[src/rtl/spi_host_pkg.sv]
package spi_host_pkg;
  localparam int LIN_W   = 4;
  localparam int EXP_W   = 3;
  localparam int FRAME_W = 8;

  localparam logic [1:0] A_CTRL = 2'd0;
  localparam logic [1:0] A_MODE = 2'd1;
  localparam logic [1:0] A_TXD  = 2'd2;
  localparam logic [1:0] A_RXD  = 2'd3;

  localparam int C_ACT    = 0;
  localparam int C_RDY    = 1;
  localparam int C_SEL_LO = 2;

  localparam int M_LIN_LO = 0;
  localparam int M_EXP0   = 4;
  localparam int M_EXPHI  = 5;
  localparam int M_SIZE   = 8;
  localparam int M_HSK    = 9;
  localparam int M_CPOL   = 10;
  localparam int M_PHASE  = 11;

  typedef struct packed {
    logic [LIN_W-1:0] lin;
    logic [EXP_W-1:0] expo;
    logic             cpol;
    logic             cpha;  // 1: launch on leading edge
  } xfer_mode_t;
endpackage

[src/rtl/spi_rate_gen.sv]
module spi_rate_gen #(
  parameter int LIN_W = 4,
  parameter int EXP_W = 3
) (
  input  logic             clk,
  input  logic             rst,
  input  logic             run,
  input  logic [LIN_W-1:0] lin,
  input  logic [EXP_W-1:0] expo,
  output logic             tick
);
  localparam int POW_W = (1 << EXP_W) - 1;

  logic [LIN_W-1:0] lin_cnt, lin_m1;
  logic [POW_W-1:0] pow_cnt, pow_max;

  // a zero linear factor behaves like one
  assign lin_m1  = (lin == '0) ? '0 : lin - LIN_W'(1);
  assign pow_max = (POW_W'(1) << expo) - POW_W'(1);
  assign tick    = run && (lin_cnt == lin_m1) && (pow_cnt == pow_max);

  always_ff @(posedge clk) begin
    if (rst || !run) begin
      lin_cnt <= '0;
      pow_cnt <= '0;
    end else if (lin_cnt == lin_m1) begin
      lin_cnt <= '0;
      pow_cnt <= (pow_cnt == pow_max) ? '0 : pow_cnt + POW_W'(1);
    end else begin
      lin_cnt <= lin_cnt + LIN_W'(1);
    end
  end
endmodule

[src/rtl/spi_byte_engine.sv]
module spi_byte_engine
  import spi_host_pkg::*;
#(
  parameter int FW = FRAME_W
) (
  input  logic          clk,
  input  logic          rst,
  input  logic          start,
  input  logic [FW-1:0] tx_byte,
  input  xfer_mode_t    mode_live,
  input  logic          miso,
  output logic          sclk,
  output logic          mosi,
  output logic [FW-1:0] rx_byte,
  output logic          busy,
  output logic          done
);
  localparam int EDGES = 2 * FW;
  localparam int EW    = $clog2(EDGES);

  logic          busy_q, done_q, sclk_q, mosi_q, tick;
  xfer_mode_t    mode_q;
  logic [EW-1:0] edge_q;
  logic [FW-1:0] tx_q, rx_q;
  logic          capture_now;

  spi_rate_gen #(.LIN_W(LIN_W), .EXP_W(EXP_W)) u_rate (
    .clk  (clk),
    .rst  (rst),
    .run  (busy_q),
    .lin  (mode_q.lin),
    .expo (mode_q.expo),
    .tick (tick)
  );

  // even edge count = leading edge
  assign capture_now = (~edge_q[0]) ^ mode_q.cpha;

  always_ff @(posedge clk) begin
    if (rst) begin
      busy_q <= 1'b0;
      done_q <= 1'b0;
      sclk_q <= 1'b0;
      mosi_q <= 1'b0;
      mode_q <= '0;
      edge_q <= '0;
      tx_q   <= '0;
      rx_q   <= '0;
    end else begin
      done_q <= 1'b0;
      if (!busy_q) begin
        sclk_q <= mode_live.cpol;
        if (start) begin
          busy_q <= 1'b1;
          mode_q <= mode_live;
          edge_q <= '0;
          rx_q   <= '0;
          if (!mode_live.cpha) begin
            mosi_q <= tx_byte[FW-1];
            tx_q   <= tx_byte << 1;
          end else begin
            tx_q   <= tx_byte;
          end
        end
      end else if (tick) begin
        sclk_q <= ~sclk_q;
        if (capture_now) begin
          rx_q <= {rx_q[FW-2:0], miso};
        end else begin
          mosi_q <= tx_q[FW-1];
          tx_q   <= tx_q << 1;
        end
        edge_q <= edge_q + EW'(1);
        if (edge_q == EW'(EDGES - 1)) begin
          busy_q <= 1'b0;
          done_q <= 1'b1;
        end
      end
    end
  end

  assign sclk    = sclk_q;
  assign mosi    = mosi_q;
  assign rx_byte = rx_q;
  assign busy    = busy_q;
  assign done    = done_q;

  assert_sclk_home_R6: assert property (@(posedge clk) disable iff (rst)
    done_q |-> (sclk_q == mode_q.cpol));
  assert_restart_ignored_R8: assert property (@(posedge clk) disable iff (rst)
    (busy_q && start) |=> $stable(mode_q));
  assert_mode_frozen_R9: assert property (@(posedge clk) disable iff (rst)
    (busy_q && tick) |=> $stable(mode_q));
  assert_done_after_busy_R5: assert property (@(posedge clk) disable iff (rst)
    done_q |-> $past(busy_q));
endmodule

[src/rtl/spi_sel_decode.sv]
module spi_sel_decode #(
  parameter int NUM_CS = 8,
  parameter int SEL_W  = $clog2(NUM_CS)
) (
  input  logic              clk,
  input  logic              rst,
  input  logic              active,
  input  logic [SEL_W-1:0]  sel,
  output logic [NUM_CS-1:0] cs_n
);
  logic [NUM_CS-1:0] cs_n_q;

  for (genvar i = 0; i < NUM_CS; i++) begin : g_line
    always_ff @(posedge clk) begin
      if (rst) cs_n_q[i] <= 1'b1;
      else     cs_n_q[i] <= !(active && (sel == SEL_W'(i)));
    end
  end

  assign cs_n = cs_n_q;

  assert_one_select_R3: assert property (@(posedge clk) disable iff (rst)
    $onehot0(~cs_n_q));
  assert_idle_release_R3: assert property (@(posedge clk) disable iff (rst)
    !active |=> (cs_n_q == '1));
endmodule

[src/rtl/byte_spi_host.sv]
module byte_spi_host
  import spi_host_pkg::*;
#(
  parameter int BUS_W  = 32,
  parameter int ADDR_W = 2,
  parameter int NUM_CS = 8
) (
  input  logic              clk,
  input  logic              rst,
  input  logic              bus_valid,
  input  logic              bus_write,
  input  logic [ADDR_W-1:0] bus_addr,
  input  logic [BUS_W-1:0]  bus_wdata,
  output logic [BUS_W-1:0]  bus_rdata,
  output logic              spi_sclk,
  output logic              spi_mosi,
  input  logic              spi_miso,
  output logic [NUM_CS-1:0] spi_cs_n
);
  localparam int SEL_W = $clog2(NUM_CS);
  localparam int USED  = M_PHASE + 1;

  logic             ctl_act, ctl_rdy;
  logic [SEL_W-1:0] ctl_sel;
  logic [LIN_W-1:0] mode_lin;
  logic [EXP_W-1:0] mode_exp;
  logic             mode_size, mode_hsk, mode_cpol, mode_phase;
  logic [BUS_W-1:0] rdata_q, rd_mux;
  logic             wr, rd, start;
  logic             eng_busy, eng_done;
  logic [FRAME_W-1:0] eng_rx;
  xfer_mode_t       mode_live;
  logic             wdata_unused;

  assign wr    = bus_valid && bus_write;
  assign rd    = bus_valid && !bus_write;
  assign start = wr && (bus_addr == ADDR_W'(A_TXD));
  assign wdata_unused = ^bus_wdata[BUS_W-1:USED];

  always_ff @(posedge clk) begin
    if (rst) begin
      ctl_act    <= 1'b0;
      ctl_rdy    <= 1'b0;
      ctl_sel    <= '0;
      mode_lin   <= '0;
      mode_exp   <= '0;
      mode_size  <= 1'b0;
      mode_hsk   <= 1'b0;
      mode_cpol  <= 1'b0;
      mode_phase <= 1'b0;
    end else begin
      if (wr && bus_addr == ADDR_W'(A_CTRL)) begin
        ctl_act <= bus_wdata[C_ACT];
        ctl_sel <= bus_wdata[C_SEL_LO +: SEL_W];
      end
      if (eng_done)
        ctl_rdy <= 1'b1;
      else if (wr && bus_addr == ADDR_W'(A_CTRL))
        ctl_rdy <= ctl_rdy & bus_wdata[C_RDY];
      if (wr && bus_addr == ADDR_W'(A_MODE)) begin
        mode_lin   <= bus_wdata[M_LIN_LO +: LIN_W];
        mode_exp   <= {bus_wdata[M_EXPHI +: EXP_W-1], bus_wdata[M_EXP0]};
        mode_size  <= bus_wdata[M_SIZE];
        mode_hsk   <= bus_wdata[M_HSK];
        mode_cpol  <= bus_wdata[M_CPOL];
        mode_phase <= bus_wdata[M_PHASE];
      end
    end
  end

  always_comb begin
    mode_live.lin  = mode_lin;
    mode_live.expo = mode_exp;
    mode_live.cpol = mode_cpol;
    mode_live.cpha = ~mode_phase;
  end

  always_comb begin
    rd_mux = '0;
    case (bus_addr)
      ADDR_W'(A_CTRL): begin
        rd_mux[C_ACT]              = ctl_act;
        rd_mux[C_RDY]              = ctl_rdy;
        rd_mux[C_SEL_LO +: SEL_W]  = ctl_sel;
      end
      ADDR_W'(A_MODE): begin
        rd_mux[M_LIN_LO +: LIN_W]  = mode_lin;
        rd_mux[M_EXP0]             = mode_exp[0];
        rd_mux[M_EXPHI +: EXP_W-1] = mode_exp[EXP_W-1:1];
        rd_mux[M_SIZE]             = mode_size;
        rd_mux[M_HSK]              = mode_hsk;
        rd_mux[M_CPOL]             = mode_cpol;
        rd_mux[M_PHASE]            = mode_phase;
      end
      ADDR_W'(A_RXD): rd_mux[FRAME_W-1:0] = eng_rx;
      default: rd_mux = '0;
    endcase
  end

  always_ff @(posedge clk) begin
    if (rst)     rdata_q <= '0;
    else if (rd) rdata_q <= rd_mux;
    else         rdata_q <= '0;
  end
  assign bus_rdata = rdata_q;

  spi_byte_engine #(.FW(FRAME_W)) u_engine (
    .clk       (clk),
    .rst       (rst),
    .start     (start),
    .tx_byte   (bus_wdata[FRAME_W-1:0]),
    .mode_live (mode_live),
    .miso      (spi_miso),
    .sclk      (spi_sclk),
    .mosi      (spi_mosi),
    .rx_byte   (eng_rx),
    .busy      (eng_busy),
    .done      (eng_done)
  );

  spi_sel_decode #(.NUM_CS(NUM_CS), .SEL_W(SEL_W)) u_sel (
    .clk    (clk),
    .rst    (rst),
    .active (ctl_act),
    .sel    (ctl_sel),
    .cs_n   (spi_cs_n)
  );

  assert_ready_by_hw_R5: assert property (@(posedge clk) disable iff (rst)
    $rose(ctl_rdy) |-> $past(eng_done));
  assert_busy_drops_on_done_R6: assert property (@(posedge clk) disable iff (rst)
    eng_done |-> !eng_busy);
endmodule

[config.mk]
export PLATFORM = sky130hd
export DESIGN_NAME = byte_spi_host
export DESIGN_NICKNAME = d
export VERILOG_FILES = /design/src/rtl/spi_host_pkg.sv /design/src/rtl/spi_rate_gen.sv /design/src/rtl/spi_byte_engine.sv /design/src/rtl/spi_sel_decode.sv /design/src/rtl/byte_spi_host.sv
export SDC_FILE = /design/constraint.sdc
export NUM_CORES = 1
export LEC_CHECK = 0
export ABC_AREA = 0
export ABC_CLOCK_PERIOD_IN_PS = 6800
export BUFFER_PORTS_ARGS = -buffer_cell sky130_fd_sc_hd__buf_2
export CAP_MARGIN = 40
export CORE_MARGIN = 2
export CORE_UTILIZATION = 40
export DETAILED_ROUTE_END_ITERATION = 6
export GPL_ROUTABILITY_DRIVEN = 1
export PLACE_DENSITY_LB_ADDON = 0.08
export SKIP_LAST_GASP = 1
export SLEW_MARGIN = 10
export SYNTH_ARGS = -nofsm -noshare
export SYNTH_HDL_FRONTEND = slang
export SYNTH_SLANG_ARGS = --single-unit
[constraint.sdc]
create_clock -name clk -period 6.8 [get_ports clk]
set_input_delay 0.68 -clock clk [delete_from_list [all_inputs] [get_ports clk]]
set_output_delay 0.68 -clock clk [all_outputs]
set_load 0.01 [all_outputs]
==> results_dict.tcl <==
set metrics [dict create \
    drive_above_1_share_pct 14.6 \
    p_sw_share_pct 26.0 \
    drt_wl_total_microns 8710 \
    synth_area_leaders "dfxtp_1 (40%), nand2_1 (5.7%), mux2i_1 (5.1%), a21oi_1 (5.0%), nor2_1 (4.1%)" \
    grt_max_degree 57 \
    p_int_w 0.000662 \
    synth_edf_count 0 \
    tns_ps 0 \
    use_met1_pct 23.6 \
    p_clk_share_pct 41.1 \
    hold_path.class "reg -> reg" \
    crit_path_end_kind "register" \
    grt_pass1_vias 2922 \
    final_area_sq_um 4310 \
    fin_ws_ps 3590 \
    gp_congestion 0.786 \
    grt_pass1_wl_microns 14500 \
    synth_area_per_cell_sq_um 8.44 \
    overflow 0 \
    total_power_w 0.000894 \
    max_clock_freq_ghz 0.312 \
    ant_nets 0 \
    period_minus_slack_ps 3210 \
    cts_tree "built" \
    finalClockSkew_ps 12.4 \
    hold_path_depth 2 \
    ioPinCount 81 \
    cp_slowest_cell "dfxtp_1" \
    leakagePower_nw 1.65 \
    htreeDepth 3 \
    grt_usage_pct 17.6 \
    pre_cts_ws_ps 3570 \
    cts_num_sinks 79 \
    critPathMaxStageDelay_ps 420 \
    p_switching_w 0.000232 \
    rsz0062_at_grt "no" \
    tightest_slew_ps 817 \
    min_to "bus_rdata[7]$_SDFF_PP0_" \
    grtUsageMet2_pct 28.5 \
    worstPathCellList "or3_1 -> ha_1 -> or3_4 -> a21oi_2 -> o211ai_2 -> nor3_2 -> buf_4 -> a31oi_2 -> mux2_1" \
    synth.yosys.seq_area_share_pct 40.4 \
    reg2reg_setup_slack_ps 3590 \
    ys.flop_type "dfxtp_1" \
    worstSetupPathType "reg -> reg" \
    postCtsResizedCells 0 \
    r2r-start "u_engine.mode_q[4]$_SDFFE_PP0P_" \
    setup_violations 0 \
    start_kind "register" \
    async_reset_ff_share_pct 0 \
    grt_busiest_layer "met2" \
    synth-seq-cells 79 \
    clk_pin_slew_ps 90 \
    synthDistinctLibCells 60 \
    area_growth_syn_to_layout_pct 10.1 \
    slew_headroom_pct 45.5 \
    nets 531 \
    post_cts_buffers 0 \
    fin_util_pct 44.7 \
    start_util_pct 40.6 \
    fin_crit_sh_pct 47.1 \
    fp.coreArea_sq_um 9640 \
    clock_latency_ps 350 \
    r2r_end "u_engine.tx_q[4]$_SDFFE_PP0P_" \
    io_buffers 40 \
    min_from "u_engine.rx_byte[7]$_SDFFE_PP0P_" \
    dr.pass1.iters 4 \
    die_h_microns 103 \
    critPathRequiredTime_ps 7040 \
    route.vias.total 3180 \
    combPwrFrac_pct 6.2 \
    ctsHoldBuffers 0 \
    drc 0 \
    outcome "finished, final reports clean" \
    sequentialPowerShare_pct 52.7 \
    antenna_found_initial 0 \
    clockRootBuffer "clkbuf_8" \
    cp_max_fo 15 \
    hold_viol 0 \
    rr_worst_depth 9 \
    synth_top_area_share_pct 40.4 \
    routedWlPerCell_microns 13.9 \
    dieWidth_microns 103 \
    vias_per_cell 5.08 \
    yosysTopAreaCell "dfxtp_1" \
    synth_area_sq_um 3920 \
    cts_made_buffers 9 \
    n_antenna_cell 0 \
    maxSlewViolCount 0 \
    dpl_cell_area_sq_um 4110 \
    place_hpwl_microns 6050 \
    syn-instance-count 464 \
    drt_first_iter_violations 165 \
    use_met3_pct 3.32 \
    cap_violations 0 \
    arrival_ps 3450 \
    ctsLongestPathBuffers 2 \
    placementRows 36 \
    ir_drop_mv 0.108 \
    p_per_area_nw_per_um2 207 \
    dieArea_sq_um 10600 \
    ys_warn_count 0 \
]
==> state kept, by name, summed over array words and instances (netlist names) <==
signal,cells
bus_rdata,12
u_engine.mode_q,8
u_engine.rx_byte,8
u_engine.tx_q,8
u_sel.cs_n,8
u_engine.u_rate.pow_cnt,7
mode_lin,4
u_engine.edge_q,4
u_engine.u_rate.lin_cnt,4
ctl_sel,3
mode_exp,3
ctl_act,1
ctl_rdy,1
mode_cpol,1
mode_hsk,1
mode_phase,1
mode_size,1
u_engine.busy,1
u_engine.done,1
u_engine.mosi,1
u_engine.sclk,1
==> final cells by class <==
type | instances | area [sq um]
clock buffers | 9 | 124
clock inverters | 7 | 83.8
flip-flops and latches | 79 | 1580
inverters | 3 | 11.3
multi-input cells | 350 | 2110
well taps | 133 | 166
fillers | 991 | 5330
repair buffers | 45 | 235
==> layer usage <==
| metal | vias to the layer above | share of wire (%) | wire length, microns |
|---|---|---|---|
| met3 | 10 | 3.7 | 322 |
| met4 | 0 | 1.3 | 117 |
| li1 | 1626 | - | - |
| met5 | - | 0 | 0 |
| met2 | 51 | 47 | 4080 |
| met1 | 1493 | 48 | 4190 |
==> placed cells by master, fill, tap and decap left out, drive strengths merged, types with 2 or more instances in the layout <==
cell     count
or3          7
nor3         7
o21ai        7
o21a         2
o31ai        2
nand4b       2
xnor2        6
clkbuf       9
a221o        7
or4          4
and3         4
a21oi       40
inv          8
nand3       10
conb        20
xor2         4
o211ai       4
or2          3
a31oi        7
a211oi       2
ha           4
nor4         2
a2bb2oi      4
nor2        43
nor2b       19
and4         7
buf         45
dfxtp       79
mux2i       20
mux2         8
nor3b        2
and2        16
nand2       61
nand2b      11
==> worst max-delay path: cells and delay by family, from the launching register on <==
kind,cells,cell delay [ps]
simple gates,3,1150
flops,1,420
compound gates,3,500
mux,1,400
fa+ha+maj,1,310
buf+inv,1,310
==> metrics by stage <==
stage                     cells  hold WS [ps]
after floorplan             483           413
after global placement      609           423
after detailed placement    610           438
after CTS                   626           461
after global routing        626           495
final                       626           454
==> synth_stat cells (all sizes together) (8+ instances only) <==
cell,count
and2,16
buf,33
a21oi,40
nand2,61
nor2,43
mux2i,20
dfxtp,79
nor2b,19
mux2,8
nand3,10
clkbuf,18
nand2b,11
==> power groups by stage <==
stage	sequential, W	combinational, W	clock (W)
after detailed placement	0.000482	0.0000555	0
final	0.000471	0.0000554	0.000368
after CTS	0.000471	0.0000557	0.000379
after global routing	0.000472	0.0000633	0.000405
after floorplan	0.000480	0.0000477	0
after global placement	0.000482	0.0000547	0
==> cells by family (layout without fill, tap and decap cells) <==
family / after synthesis / in the layout / synth area share [%]
XOR/XNOR: 10 / 10 / 2.24
AND/OR/NAND/NOR: 202 / 202 / 26.3
buffers and inverters: 54 / 64 / 7.57
AO/OA/AOI/OAI: 86 / 86 / 14.7
multiplexers: 28 / 28 / 7.41
flip-flops: 79 / 79 / 40.4
adder cells (fa/ha/maj): 4 / 4 / 1.28
other: 1 / 20 / 0.0957
==> worst max path at each step <==
stage	from	cells past startpoint	endpoint
after floorplan	u_engine.mode_q[4]$_SDFFE_PP0P_	11	u_engine.rx_byte[7]$_SDFFE_PP0P_
after global placement	u_engine.mode_q[4]$_SDFFE_PP0P_	9	u_engine.tx_q[7]$_SDFFE_PP0P_
after detailed placement	u_engine.mode_q[4]$_SDFFE_PP0P_	9	u_engine.tx_q[4]$_SDFFE_PP0P_
after CTS	u_engine.mode_q[4]$_SDFFE_PP0P_	9	u_engine.tx_q[4]$_SDFFE_PP0P_
after global routing	u_engine.mode_q[4]$_SDFFE_PP0P_	9	u_engine.tx_q[4]$_SDFFE_PP0P_
final	u_engine.mode_q[4]$_SDFFE_PP0P_	9	u_engine.tx_q[4]$_SDFFE_PP0P_
Power figures use the tool's default switching activity.
